**src/rtl/eps_pkg.sv**
```systemverilog
// Shared definitions for the rolling-priority link scheduler.
// Assumes ages and connection numbers fit in 32-bit unsigned integers.
package eps_pkg;

    // Outcome of one overflow decision for one arrival lane
    typedef enum logic [1:0] {
        VIC_NONE    = 2'd0,
        VIC_ARRIVAL = 2'd1,
        VIC_STORED  = 2'd2
    } victim_e;

    // True when (a_age, a_conn) has strictly higher link priority than (b_age, b_conn)
    function automatic logic outranks(input int unsigned a_age, input int unsigned a_conn,
                                      input int unsigned b_age, input int unsigned b_conn);
        return (a_age > b_age) || ((a_age == b_age) && (a_conn < b_conn));
    endfunction

endpackage

```
**src/rtl/eps_slot_ages.sv**
```systemverilog
// Slot counter and per-connection epoch age.
// The counter wraps at EPOCH_LEN. Each connection's age is
// (counter - phase) mod EPOCH_LEN. Assumes every phase is below EPOCH_LEN.
module eps_slot_ages #(
    parameter int NUM_CONN  = 4,
    parameter int EPOCH_LEN = 8,
    parameter int AGE_W     = 3
) (
    input  logic                      clk,
    input  logic                      rst_n,
    input  logic [NUM_CONN*AGE_W-1:0] phase_i,
    output logic [NUM_CONN*AGE_W-1:0] age_o
);
    localparam logic [AGE_W-1:0] LAST_SLOT = AGE_W'(EPOCH_LEN - 1);
    localparam logic [AGE_W-1:0] LEN_TRUNC = AGE_W'(EPOCH_LEN);

    logic [AGE_W-1:0] slot_q;

    // Advance the slot counter once per edge, wrapping at the epoch length
    always_ff @(posedge clk) begin
        if (!rst_n)                  slot_q <= '0;
        else if (slot_q == LAST_SLOT) slot_q <= '0;
        else                         slot_q <= slot_q + 1'b1;
    end

    for (genvar g = 0; g < NUM_CONN; g++) begin : g_age
        logic [AGE_W-1:0] ph;
        logic [AGE_W-1:0] age_g;
        assign ph = phase_i[g*AGE_W +: AGE_W];

        // Modular distance from this connection's epoch start to the current slot
        always_comb begin
            if (slot_q >= ph) age_g = slot_q - ph;
            else              age_g = LEN_TRUNC + slot_q - ph;
        end

        assign age_o[g*AGE_W +: AGE_W] = age_g;
    end

endmodule

```
**src/rtl/eps_tx_pick.sv**
```systemverilog
// Chooses the stored entry to transmit: the highest-priority connection,
// then the oldest entry of that connection (the lowest index).
// Assumes the entries are kept in arrival order, index 0 oldest.
module eps_tx_pick #(
    parameter int DEPTH    = 4,
    parameter int NUM_CONN = 4,
    parameter int CONN_W   = 2,
    parameter int AGE_W    = 3,
    parameter int IDX_W    = 2
) (
    input  logic [DEPTH-1:0]          ent_valid_i,
    input  logic [DEPTH*CONN_W-1:0]   ent_conn_i,
    input  logic [NUM_CONN*AGE_W-1:0] age_i,
    output logic                      pick_valid_o,
    output logic [IDX_W-1:0]          pick_idx_o
);
    logic [AGE_W-1:0] age_a [NUM_CONN];

    for (genvar g = 0; g < NUM_CONN; g++) begin : g_unpack
        assign age_a[g] = age_i[g*AGE_W +: AGE_W];
    end

    // Scan from oldest to newest, replacing the choice only on strictly higher priority
    always_comb begin
        int unsigned best_age;
        int unsigned best_conn;
        int unsigned cur_age;
        logic [CONN_W-1:0] cur_conn;
        pick_valid_o = 1'b0;
        pick_idx_o   = '0;
        best_age     = 0;
        best_conn    = 0;
        for (int i = 0; i < DEPTH; i++) begin
            cur_conn = ent_conn_i[i*CONN_W +: CONN_W];
            cur_age  = int'(age_a[cur_conn]);
            if (ent_valid_i[i] &&
                (!pick_valid_o || eps_pkg::outranks(cur_age, int'(cur_conn), best_age, best_conn))) begin
                pick_valid_o = 1'b1;
                pick_idx_o   = IDX_W'(i);
                best_age     = cur_age;
                best_conn    = int'(cur_conn);
            end
        end
    end

endmodule

```
**src/rtl/eps_queue.sv**
```systemverilog
// Shared packet buffer kept as a compacted, arrival-ordered list.
// Each edge it removes the entry chosen for transmission, then takes in
// arrivals lane by lane. On overflow it discards the lowest-priority,
// newest non-setup candidate. Assumes the buffer never fills with setup
// packets alone (if it does, the arrival is discarded).
module eps_queue #(
    parameter int DEPTH    = 4,
    parameter int NUM_CONN = 4,
    parameter int NUM_IN   = 2,
    parameter int CONN_W   = 2,
    parameter int AGE_W    = 3,
    parameter int TAG_W    = 8,
    parameter int IDX_W    = 2,
    parameter int OCC_W    = 3
) (
    input  logic                      clk,
    input  logic                      rst_n,
    input  logic [NUM_CONN*AGE_W-1:0] age_i,
    input  logic [NUM_IN-1:0]         arr_valid_i,
    input  logic [NUM_IN*CONN_W-1:0]  arr_conn_i,
    input  logic [NUM_IN*TAG_W-1:0]   arr_tag_i,
    input  logic [NUM_IN-1:0]         arr_init_i,
    output logic [OCC_W-1:0]          occ_o,
    output logic                      head_valid_o,
    output logic [CONN_W-1:0]         head_conn_o,
    output logic [TAG_W-1:0]          head_tag_o,
    output logic [NUM_IN-1:0]         drop_valid_o,
    output logic [NUM_IN*CONN_W-1:0]  drop_conn_o,
    output logic [NUM_IN*TAG_W-1:0]   drop_tag_o
);
    import eps_pkg::*;

    logic [DEPTH-1:0]  v_q,    v_n;
    logic [CONN_W-1:0] conn_q [DEPTH];
    logic [CONN_W-1:0] conn_n [DEPTH];
    logic [TAG_W-1:0]  tag_q  [DEPTH];
    logic [TAG_W-1:0]  tag_n  [DEPTH];
    logic [DEPTH-1:0]  init_q, init_n;
    logic [OCC_W-1:0]  occ_q,  occ_n;

    logic [DEPTH*CONN_W-1:0] conn_flat;
    logic                    pick_valid;
    logic [IDX_W-1:0]        pick_idx;
    logic [AGE_W-1:0]        age_a [NUM_CONN];

    for (genvar g = 0; g < NUM_CONN; g++) begin : g_age_unpack
        assign age_a[g] = age_i[g*AGE_W +: AGE_W];
    end

    for (genvar e = 0; e < DEPTH; e++) begin : g_flat
        assign conn_flat[e*CONN_W +: CONN_W] = conn_q[e];
    end

    eps_tx_pick #(
        .DEPTH(DEPTH), .NUM_CONN(NUM_CONN), .CONN_W(CONN_W),
        .AGE_W(AGE_W), .IDX_W(IDX_W)
    ) u_pick (
        .ent_valid_i (v_q),
        .ent_conn_i  (conn_flat),
        .age_i       (age_i),
        .pick_valid_o(pick_valid),
        .pick_idx_o  (pick_idx)
    );

    // Present the entry chosen for this slot's transmission
    assign head_valid_o = pick_valid;
    assign head_conn_o  = conn_q[pick_idx];
    assign head_tag_o   = tag_q[pick_idx];
    assign occ_o        = occ_q;

    // Next buffer contents: remove the sent entry, then insert or discard per lane
    always_comb begin
        int               fill;
        int               vidx;
        int unsigned      vage;
        int unsigned      vconn;
        int unsigned      eage;
        logic             have;
        logic [CONN_W-1:0] ac;
        logic [TAG_W-1:0]  at;
        logic              ai;
        victim_e           kind;

        v_n    = v_q;
        conn_n = conn_q;
        tag_n  = tag_q;
        init_n = init_q;
        fill   = int'(occ_q);
        drop_valid_o = '0;
        drop_conn_o  = '0;
        drop_tag_o   = '0;
        vidx  = DEPTH;
        vage  = 0;
        vconn = 0;
        eage  = 0;
        have  = 1'b0;
        ac    = '0;
        at    = '0;
        ai    = 1'b0;
        kind  = VIC_NONE;

        if (pick_valid) begin
            for (int i = 0; i < DEPTH - 1; i++) begin
                if (i >= int'(pick_idx)) begin
                    v_n[i]    = v_n[i+1];
                    conn_n[i] = conn_n[i+1];
                    tag_n[i]  = tag_n[i+1];
                    init_n[i] = init_n[i+1];
                end
            end
            v_n[DEPTH-1]    = 1'b0;
            init_n[DEPTH-1] = 1'b0;
            fill = fill - 1;
        end

        for (int l = 0; l < NUM_IN; l++) begin
            if (arr_valid_i[l]) begin
                ac = arr_conn_i[l*CONN_W +: CONN_W];
                at = arr_tag_i[l*TAG_W +: TAG_W];
                ai = arr_init_i[l];
                if (fill < DEPTH) begin
                    v_n[IDX_W'(fill)]    = 1'b1;
                    conn_n[IDX_W'(fill)] = ac;
                    tag_n[IDX_W'(fill)]  = at;
                    init_n[IDX_W'(fill)] = ai;
                    fill = fill + 1;
                end else begin
                    // Arrival is the newest candidate; scan the rest newest first
                    have  = !ai;
                    vidx  = DEPTH;
                    vage  = int'(age_a[ac]);
                    vconn = int'(ac);
                    for (int i = DEPTH - 1; i >= 0; i--) begin
                        eage = int'(age_a[conn_n[i]]);
                        if (!init_n[i] &&
                            (!have || outranks(vage, vconn, eage, int'(conn_n[i])))) begin
                            have  = 1'b1;
                            vidx  = i;
                            vage  = eage;
                            vconn = int'(conn_n[i]);
                        end
                    end
                    kind = (vidx == DEPTH) ? VIC_ARRIVAL : VIC_STORED;
                    drop_valid_o[l] = 1'b1;
                    if (kind == VIC_ARRIVAL) begin
                        drop_conn_o[l*CONN_W +: CONN_W] = ac;
                        drop_tag_o[l*TAG_W +: TAG_W]    = at;
                    end else begin
                        drop_conn_o[l*CONN_W +: CONN_W] = conn_n[IDX_W'(vidx)];
                        drop_tag_o[l*TAG_W +: TAG_W]    = tag_n[IDX_W'(vidx)];
                        for (int i = 0; i < DEPTH - 1; i++) begin
                            if (i >= vidx) begin
                                conn_n[i] = conn_n[i+1];
                                tag_n[i]  = tag_n[i+1];
                                init_n[i] = init_n[i+1];
                            end
                        end
                        conn_n[DEPTH-1] = ac;
                        tag_n[DEPTH-1]  = at;
                        init_n[DEPTH-1] = ai;
                    end
                end
            end
        end
        occ_n = OCC_W'(fill);
    end

    // Register the buffer state at each slot edge
    always_ff @(posedge clk) begin
        if (!rst_n) begin
            v_q    <= '0;
            init_q <= '0;
            occ_q  <= '0;
            for (int i = 0; i < DEPTH; i++) begin
                conn_q[i] <= '0;
                tag_q[i]  <= '0;
            end
        end else begin
            v_q    <= v_n;
            init_q <= init_n;
            occ_q  <= occ_n;
            conn_q <= conn_n;
            tag_q  <= tag_n;
        end
    end

endmodule

```
**src/rtl/epoch_link_sched.sv**
```systemverilog
// Rolling-priority output link scheduler: one packet per slot, chosen by the
// largest epoch age; overflow discards by the reverse of that order.
// Assumes NUM_CONN >= 2, BUF_DEPTH >= 2 and every phase below the epoch length.
module epoch_link_sched #(
    parameter int NUM_CONN  = 4,
    parameter int RATE_N    = 2,
    parameter int FRAME_T   = 4,
    parameter int BUF_DEPTH = 4,
    parameter int NUM_IN    = 2,
    parameter int TAG_W     = 8,
    localparam int EPOCH_LEN = RATE_N * FRAME_T,
    localparam int AGE_W     = (EPOCH_LEN > 1) ? $clog2(EPOCH_LEN) : 1,
    localparam int CONN_W    = $clog2(NUM_CONN),
    localparam int IDX_W     = $clog2(BUF_DEPTH),
    localparam int OCC_W     = $clog2(BUF_DEPTH + 1)
) (
    input  logic                      clk,
    input  logic                      rst_n,
    input  logic [NUM_CONN*AGE_W-1:0] phase_i,
    input  logic [NUM_IN-1:0]         arr_valid_i,
    input  logic [NUM_IN*CONN_W-1:0]  arr_conn_i,
    input  logic [NUM_IN*TAG_W-1:0]   arr_tag_i,
    input  logic [NUM_IN-1:0]         arr_init_i,
    output logic                      tx_valid_o,
    output logic [CONN_W-1:0]         tx_conn_o,
    output logic [TAG_W-1:0]          tx_tag_o,
    output logic [NUM_IN-1:0]         drop_valid_o,
    output logic [NUM_IN*CONN_W-1:0]  drop_conn_o,
    output logic [NUM_IN*TAG_W-1:0]   drop_tag_o
);
    logic [NUM_CONN*AGE_W-1:0] age_w;
    logic [OCC_W-1:0]          occ_w;
    logic                      head_valid;
    logic [CONN_W-1:0]         head_conn;
    logic [TAG_W-1:0]          head_tag;
    logic [NUM_IN-1:0]         drop_valid_n;
    logic [NUM_IN*CONN_W-1:0]  drop_conn_n;
    logic [NUM_IN*TAG_W-1:0]   drop_tag_n;

    eps_slot_ages #(
        .NUM_CONN(NUM_CONN), .EPOCH_LEN(EPOCH_LEN), .AGE_W(AGE_W)
    ) u_ages (
        .clk    (clk),
        .rst_n  (rst_n),
        .phase_i(phase_i),
        .age_o  (age_w)
    );

    eps_queue #(
        .DEPTH(BUF_DEPTH), .NUM_CONN(NUM_CONN), .NUM_IN(NUM_IN), .CONN_W(CONN_W),
        .AGE_W(AGE_W), .TAG_W(TAG_W), .IDX_W(IDX_W), .OCC_W(OCC_W)
    ) u_queue (
        .clk         (clk),
        .rst_n       (rst_n),
        .age_i       (age_w),
        .arr_valid_i (arr_valid_i),
        .arr_conn_i  (arr_conn_i),
        .arr_tag_i   (arr_tag_i),
        .arr_init_i  (arr_init_i),
        .occ_o       (occ_w),
        .head_valid_o(head_valid),
        .head_conn_o (head_conn),
        .head_tag_o  (head_tag),
        .drop_valid_o(drop_valid_n),
        .drop_conn_o (drop_conn_n),
        .drop_tag_o  (drop_tag_n)
    );

    // Register this slot's transmission and discard reports
    always_ff @(posedge clk) begin
        if (!rst_n) begin
            tx_valid_o   <= 1'b0;
            tx_conn_o    <= '0;
            tx_tag_o     <= '0;
            drop_valid_o <= '0;
            drop_conn_o  <= '0;
            drop_tag_o   <= '0;
        end else begin
            tx_valid_o   <= head_valid;
            tx_conn_o    <= head_valid ? head_conn : '0;
            tx_tag_o     <= head_valid ? head_tag  : '0;
            drop_valid_o <= drop_valid_n;
            drop_conn_o  <= drop_conn_n;
            drop_tag_o   <= drop_tag_n;
        end
    end

endmodule

```
**config.mk**
```make
export PLATFORM = sky130hd
export DESIGN_NAME = epoch_link_sched
export DESIGN_NICKNAME = d
export VERILOG_FILES = /design/src/rtl/eps_pkg.sv /design/src/rtl/eps_slot_ages.sv /design/src/rtl/eps_tx_pick.sv /design/src/rtl/eps_queue.sv /design/src/rtl/epoch_link_sched.sv
export SDC_FILE = /design/constraint.sdc
export NUM_CORES = 1
export LEC_CHECK = 0
export BUFFER_PORTS_ARGS = -buffer_cell sky130_fd_sc_hd__clkbuf_2
export CAP_MARGIN = 20
export CORE_ASPECT_RATIO = 0.75
export CORE_MARGIN = 3
export CORE_UTILIZATION = 61
export CTS_CLUSTER_SIZE = 25
export DETAILED_ROUTE_END_ITERATION = 8
export PLACE_DENSITY = 0.8
export SETUP_SLACK_MARGIN = 0.2
export SYNTH_ARGS = -nofsm -noshare
export SYNTH_HDL_FRONTEND = slang
export SYNTH_HIERARCHICAL = 1
export SYNTH_SLANG_ARGS = --single-unit
```
**constraint.sdc**
```tcl
create_clock -name clk -period 28.4 [get_ports clk]
set_clock_uncertainty 0.1 [all_clocks]
set_input_delay 0 -clock clk [delete_from_list [all_inputs] [get_ports clk]]
set_output_delay 0 -clock clk [all_outputs]
set_load 0.01 [all_outputs]
```
-- Word level (Yosys, flattened, before mapping)
Index checks and enable logic that the tools add are counted.
- bits in registers: 87
- bits of input ports: 38
- output and inout port bits: 33
- logic and storage cells: 421
- $add $sub $neg: 8
- $lt $le $gt $ge: 57
- equality and inequality tests: 16
- muxes and demuxes: 223
- bitwise operators: 23
- reductions and logical operators: 73
- operator list (kind ; number):
    2-to-1 mux 32 bit ; 48
    2-to-1 mux 8 bit ; 25
    == test 32 x 3 -> 1 bit ; 6
    greater-than comparator 32 x 3 -> 1 bit ; 6
    < comparator 32 x 2 -> 1 bit ; 6
    2-to-1 mux 3 bit ; 40
    < comparator 2 x 32 -> 1 bit ; 3
    binary-select mux 3 bit (select 2 bit) ; 13
    bitwise mux 32 bit ; 2
    == test 3 x 32 -> 1 bit ; 2
    == test 32 x 4 -> 1 bit, second input constant ; 2
    >= comparator 1 x 32 -> 1 bit, first input constant ; 2
    >= comparator 2 x 32 -> 1 bit, first input constant ; 2
    >= comparator 3 x 32 -> 1 bit, first input constant ; 2
    greater-than comparator 3 x 32 -> 1 bit ; 2
    < comparator 32 x 4 -> 1 bit, second input constant ; 2
    2-to-1 mux 2 bit ; 26
    binary-select mux 8 bit (select 2 bit) ; 3
    2-to-1 mux 4 bit ; 12
    >= comparator 3 bit, second input constant ; 14
    inverter 2 -> 3 bit ; 14
    2-to-1 mux 1 bit ; 39
    adder 32 x 2 -> 32 bit, second input constant ; 1
    demux 8 bit (select 2 bit) ; 2
    other kinds (31) ; 126

-- Depth between registers and ports, before layout
- depth after elaboration: 103
- depth in mapped cells: 107
- depth with buffers taken out: 98

-- Modules after synthesis
Netlist, hierarchy kept.
- by module, submodules not included (module ; times used ; cells an instance ; area each (µm²) ; seq. area each (µm²)):
    eps_queue ; 1 ; 1003 ; 7882.6 ; 1021.0
    eps_tx_pick ; 1 ; 89 ; 919.6 ; 0.0
    epoch_link_sched ; 1 ; 70 ; 889.6 ; 660.6
    eps_slot_ages ; 1 ; 30 ; 376.6 ; 60.1

-- Least setup slack after synthesis
No wires, ideal clock.
- path type: register to register
- from: register u_ages.slot_q[0]
- to: register drop_tag_o[12]
- library setup time: 0.115 ns
- data arrival time: 20.582 ns
- required time: 28.185 ns
- path slack: 7.603 ns
- cell stages (with the launch flop): 95
- path buffers: 9
- period minus slack after synthesis: 20.797 ns
- path through: dfxtp_1 > inv_1 > ha_1 > fa_1 > xor3_1 > mux4_2 > and2_1 > inv_1 > ha_1 > nand3_2 > o21ai_0 > o211ai_2 > nand2_2 > mux2_2 > inv_1 > ha_1 > nand3_1 > o32ai_1 > [... 59 more ...] > a211o_1 > nand2b_1 > o31a_1 > buf_2 > clkbuf_1 > nor2_1 > a21o_1 > ha_1 > nor2b_1 > o21a_1 > o21ai_0 > nand2_1 > a221oi_2 > a21o_1 > nand4_4 > buf_4 > o311a_1 > and2_1
- longest elaborated chain between the ends: 101
- elaborated cells between the ends (all ways): 288
- those cells by class: 5 x add/sub; 32 x order compare; 15 x eq/ne; 164 x mux; 9 x bitwise; 63 x reduce/logical
- RTL lines (element ; RTL line ; source):
    from (decl) ; eps_slot_ages.sv:17 ; logic [AGE_W-1:0] slot_q;
    from (signal assigned) ; eps_slot_ages.sv:23 ; else slot_q <= slot_q + 1'b1;
    subtractor 3 bit (*) ; eps_slot_ages.sv:33, eps_slot_ages.sv:34 ;
    named net age_w[8] ; epoch_link_sched.sv:31 ; logic [NUM_CONN*AGE_W-1:0] age_w;
    parallel branches: the longest is 21 deep, another holds < comparator 2 x 32 -> 1 bit ; -- ;
    2-to-1 mux 2 bit (*) ; eps_tx_pick.sv:36 ; if (ent_valid_i[i] &&
    named net u_queue.pick_idx[0] ; eps_queue.sv:43 ; logic [IDX_W-1:0] pick_idx;
    parallel branches: the longest is 77 deep, another holds greater-than comparator 32 x 3 -> 1 bit ; -- ;
    2-to-1 mux 8 bit (*) ; eps_queue.sv:145 ; if (kind == VIC_ARRIVAL) begin
    to (signal assigned) ; epoch_link_sched.sv:84 ; drop_tag_o <= drop_tag_n;
    to (decl) ; epoch_link_sched.sv:29 ; output logic [NUM_IN*TAG_W-1:0] drop_tag_o
Mark *: on every way through the listed nets, which the timed path passes. The select of a mux whose other input is x is not followed.
A chain may end at the register's enable or synchronous reset.

-- Final worst setup path
- from: register u_ages.slot_q[0]
- to: register u_queue/tag_q[30] (netlist bit)
- longest elaborated chain between the ends: 102
- elaborated cells between the ends (all ways): 293
- those cells by class: 5 x add/sub; 35 x order compare; 15 x eq/ne; 166 x mux; 9 x bitwise; 63 x reduce/logical
- RTL lines (element ; RTL line ; source):
    subtractor 3 bit (*) ; eps_slot_ages.sv:33, eps_slot_ages.sv:34 ;
    named net age_w[8] ; epoch_link_sched.sv:31 ;
    parallel branches: the longest is 21 deep, another holds < comparator 2 x 32 -> 1 bit ; -- ;
    2-to-1 mux 2 bit (*) ; eps_tx_pick.sv:36 ;
    named net u_queue.pick_idx[1] ; eps_queue.sv:43 ;
    parallel branches: the longest is 78 deep, another holds greater-than comparator 32 x 3 -> 1 bit ; -- ;
    2-to-1 mux 32 bit (*) ; eps_queue.sv:117 ; if (arr_valid_i[l]) begin
    to (signal assigned) ; eps_queue.sv:183 ; tag_q <= tag_n;
    to (decl) ; eps_queue.sv:36 ; logic [TAG_W-1:0] tag_q [DEPTH];
Marked as above.

==> flow_metrics.tcl <==
set metrics [dict create \
    grt_overflow_total 0 \
    path_clk_slew_ps 70 \
    clk_latency_ps 370 \
    drt-pass1-iter-count 9 \
    layout_min_cycle_time_ps 26090 \
    fin_nets 1326 \
    postRouteAntennaNets 0 \
    worst_slew_pin_slew_ps 1140 \
    yosysMostFrequentCell "mux2i_1" \
    grt_setup_unrepaired "false" \
    grt_pass1_wl_um 55100 \
    netlist_area_um2 10100 \
    cts_htree_levels 3 \
    fin_crit_sh_pct 91.9 \
    slowest_delay_ps 1030 \
    start_util_pct 62.5 \
    synth-seq-area-share_pct 17.3 \
    die_w_um 154 \
    cts_buffers 9 \
    path_max_fanout 31 \
    dieArea_um2 18100 \
    drt_wl_total_um 36500 \
    viasPerCell 7.29 \
    drv_cap 0 \
    synth_edf_count 0 \
    reg2reg_slack_ps 2310 \
    hold_buffers 11 \
    cts.sinks 87 \
    r2r-end "u_queue/tag_q[30]" \
    grt_max_degree 76 \
    syn_avg_cell_area_um2 8.45 \
    critPathLaunchType "flip-flop" \
    wl_per_cell_um 25.4 \
    syn_to_final_growth_pct 7.97 \
    cp-endpoint "u_queue/tag_q[30]" \
    cts_tree "done" \
    rows 40 \
    die_y_um 117 \
    post_cts_resized 0 \
    yosys_warnings 6 \
    grt_usage_pct 39.2 \
    synth_ff_type "dfxtp_1" \
    ys_ff_latch 87 \
    crit_slowest_cell "a21boi_2" \
    crit_path_end_kind "flip-flop" \
    reg2reg_from "u_ages/slot_q[0]" \
    core_um2 16100 \
    vias 10475 \
    boundaryPins 71 \
    hold_viol_final 0 \
    synth.distinct_cells 106 \
    synth_cells 1192 \
    reg2reg_depth 85 \
    slew_viol_final 0 \
    clockBufferDepth 2 \
    hold_class "input port to flip-flop" \
    synth_area_leaders "dfxtp_1 (17%), mux2i_1 (11%), mux4_2 (8.7%)" \
    antenna_found_initial 0 \
    syn-num-nets 1297 \
    synth_top_area_cell "dfxtp_1" \
    tns_ps 0 \
    grt_pass1_vias 9217 \
    status "finished clean" \
    drcViolationCount 0 \
    slew-limit-headroom_pct 24.2 \
    crit_top_cell "ha_1" \
    layout-drive-gt1-share_pct 17.1 \
    port_buffers 70 \
    gp_congestion 1.03 \
    finalSetupViolCount 0 \
    hpwl_um 27000 \
    cts_root_buf "clkbuf_16" \
    clock.fmax_mhz 38.3 \
    async_flop_share_pct 0 \
    crit_arrival_ps 26200 \
    antennaDiodeCount 0 \
    drtIter0Drc 1754 \
    yosysTopAreaCellShare_pct 17.3 \
    synth_common_cells "mux2i_1 (110), nand2_1 (104), dfxtp_1 (87), nor2_1 (82), a21oi_1 (76)" \
    required_ps 28500 \
    crit_start "u_ages/slot_q[0]" \
    worstSetupPathType "flip-flop to flip-flop" \
    cts_setup_buffers 0 \
]
## flip-flops by register name, summed over array words and instances (netlist names)
name               cells
u_queue/conn_flat      8
u_ages/slot_q          3
u_queue/occ_o          3
drop_tag_o            16
tx_conn_o              2
tx_tag_o               8
tx_valid_o             1
u_queue/v_q            4
drop_valid_o           2
u_queue/tag_q         32
u_queue/init_q         4
drop_conn_o            4
## worst min path at each step
| stage | from | end | slack, ps | depth (start not counted) |
|---|---|---|---|---|
| 2_1_floorplan | arr_tag_i[15] | u_queue/tag_q[7] | 40 | 2 |
| 3_3_place_gp | arr_tag_i[12] | u_queue/tag_q[4] | 190 | 3 |
| 3_5_place_dp | arr_tag_i[12] | u_queue/tag_q[4] | 200 | 3 |
| 4_1_cts | arr_valid_i[1] | u_queue/init_q[3] | 9 | 3 |
| 5_1_grt | arr_tag_i[0] | drop_tag_o[0] | 60 | 4 |
| 6_report | arr_valid_i[1] | u_queue/init_q[3] | 30 | 3 |
## cells by family after synthesis
logic type / synth area share, %
buffers and inverters: 5.88
multiplexers: 24.8
AND/OR/NAND/NOR: 17.6
AO/OA/AOI/OAI: 24.3
XOR/XNOR: 1.50
flip-flops: 17.3
adder cells (fa/ha/maj): 8.62
## layout by cell type, fill, tap and decap left out, types with 5 or more instances in the layout
| cell | n |
|---|---|
| a211oi_1 | 23 |
| a21o_1 | 11 |
| a21oi_1 | 76 |
| a22oi_1 | 19 |
| a31oi_1 | 29 |
| and2_1 | 32 |
| and3_1 | 18 |
| buf_4 | 16 |
| clkbuf_16 | 9 |
| clkbuf_2 | 70 |
| dfxtp_1 | 87 |
| dlygate4sd3_1 | 11 |
| ha_1 | 63 |
| inv_1 | 63 |
| mux2_1 | 5 |
| mux2_2 | 27 |
| mux2_4 | 5 |
| mux2i_1 | 109 |
| mux4_2 | 39 |
| nand2_1 | 104 |
| nand2b_1 | 13 |
| nand3_1 | 30 |
| nand3b_1 | 5 |
| nor2_1 | 81 |
| nor2b_1 | 13 |
| nor3_1 | 8 |
| o211a_1 | 5 |
| o21a_1 | 10 |
| o21ai_0 | 42 |
| o221ai_1 | 21 |
| o22ai_1 | 28 |
| or3_1 | 13 |
## metrics by stage
stage               instance area, µm²  setup slack [ps]  hold WS, ps  util, %  std cells
finish                           10900              2310         31.6     67.5       1436
global route                     10900              1030         63.9     67.5       1436
CTS                              10900              3050         8.97     67.5       1436
detailed placement               10500              3150          202     64.9       1409
global placement                 10500              4010          193     64.9       1409
floorplan                        10100              7600         42.1        -       1192
## worst max-delay path, delay by kind of cell (launching register included)
| kind | cells | cell delay, ps |
|---|---|---|
| XOR/XNOR | 1 | 620 |
| adder cells (fa/ha/maj) | 12 | 3590 |
| AND/OR/NAND/NOR | 25 | 6760 |
| buffers and inverters | 4 | 440 |
| flip-flops | 1 | 360 |
| AO/OA/AOI/OAI | 31 | 8940 |
| multiplexers | 12 | 5050 |
## layer usage
layer	part of all wire, %	track usage, %	vias up
li1	-	-	4585
met1	41	56.9	4873
met2	38	51.1	939
met3	20	20.4	76
met4	1.5	7.41	2
met5	0.24	3.44	-
## area by class of cell
cell class	count	area, µm²
Multi-Input combinational cell	962	7740
Fill cell	1342	5250
Sequential cell	87	1740
Timing Repair Buffer	97	581
Tap cell	210	263
Inverter	64	240
Clock buffer	9	225
Clock inverter	7	75.1
Power is not shown: default switching activity piles up to over one toggle a cycle in this logic, so the estimate is an artifact.
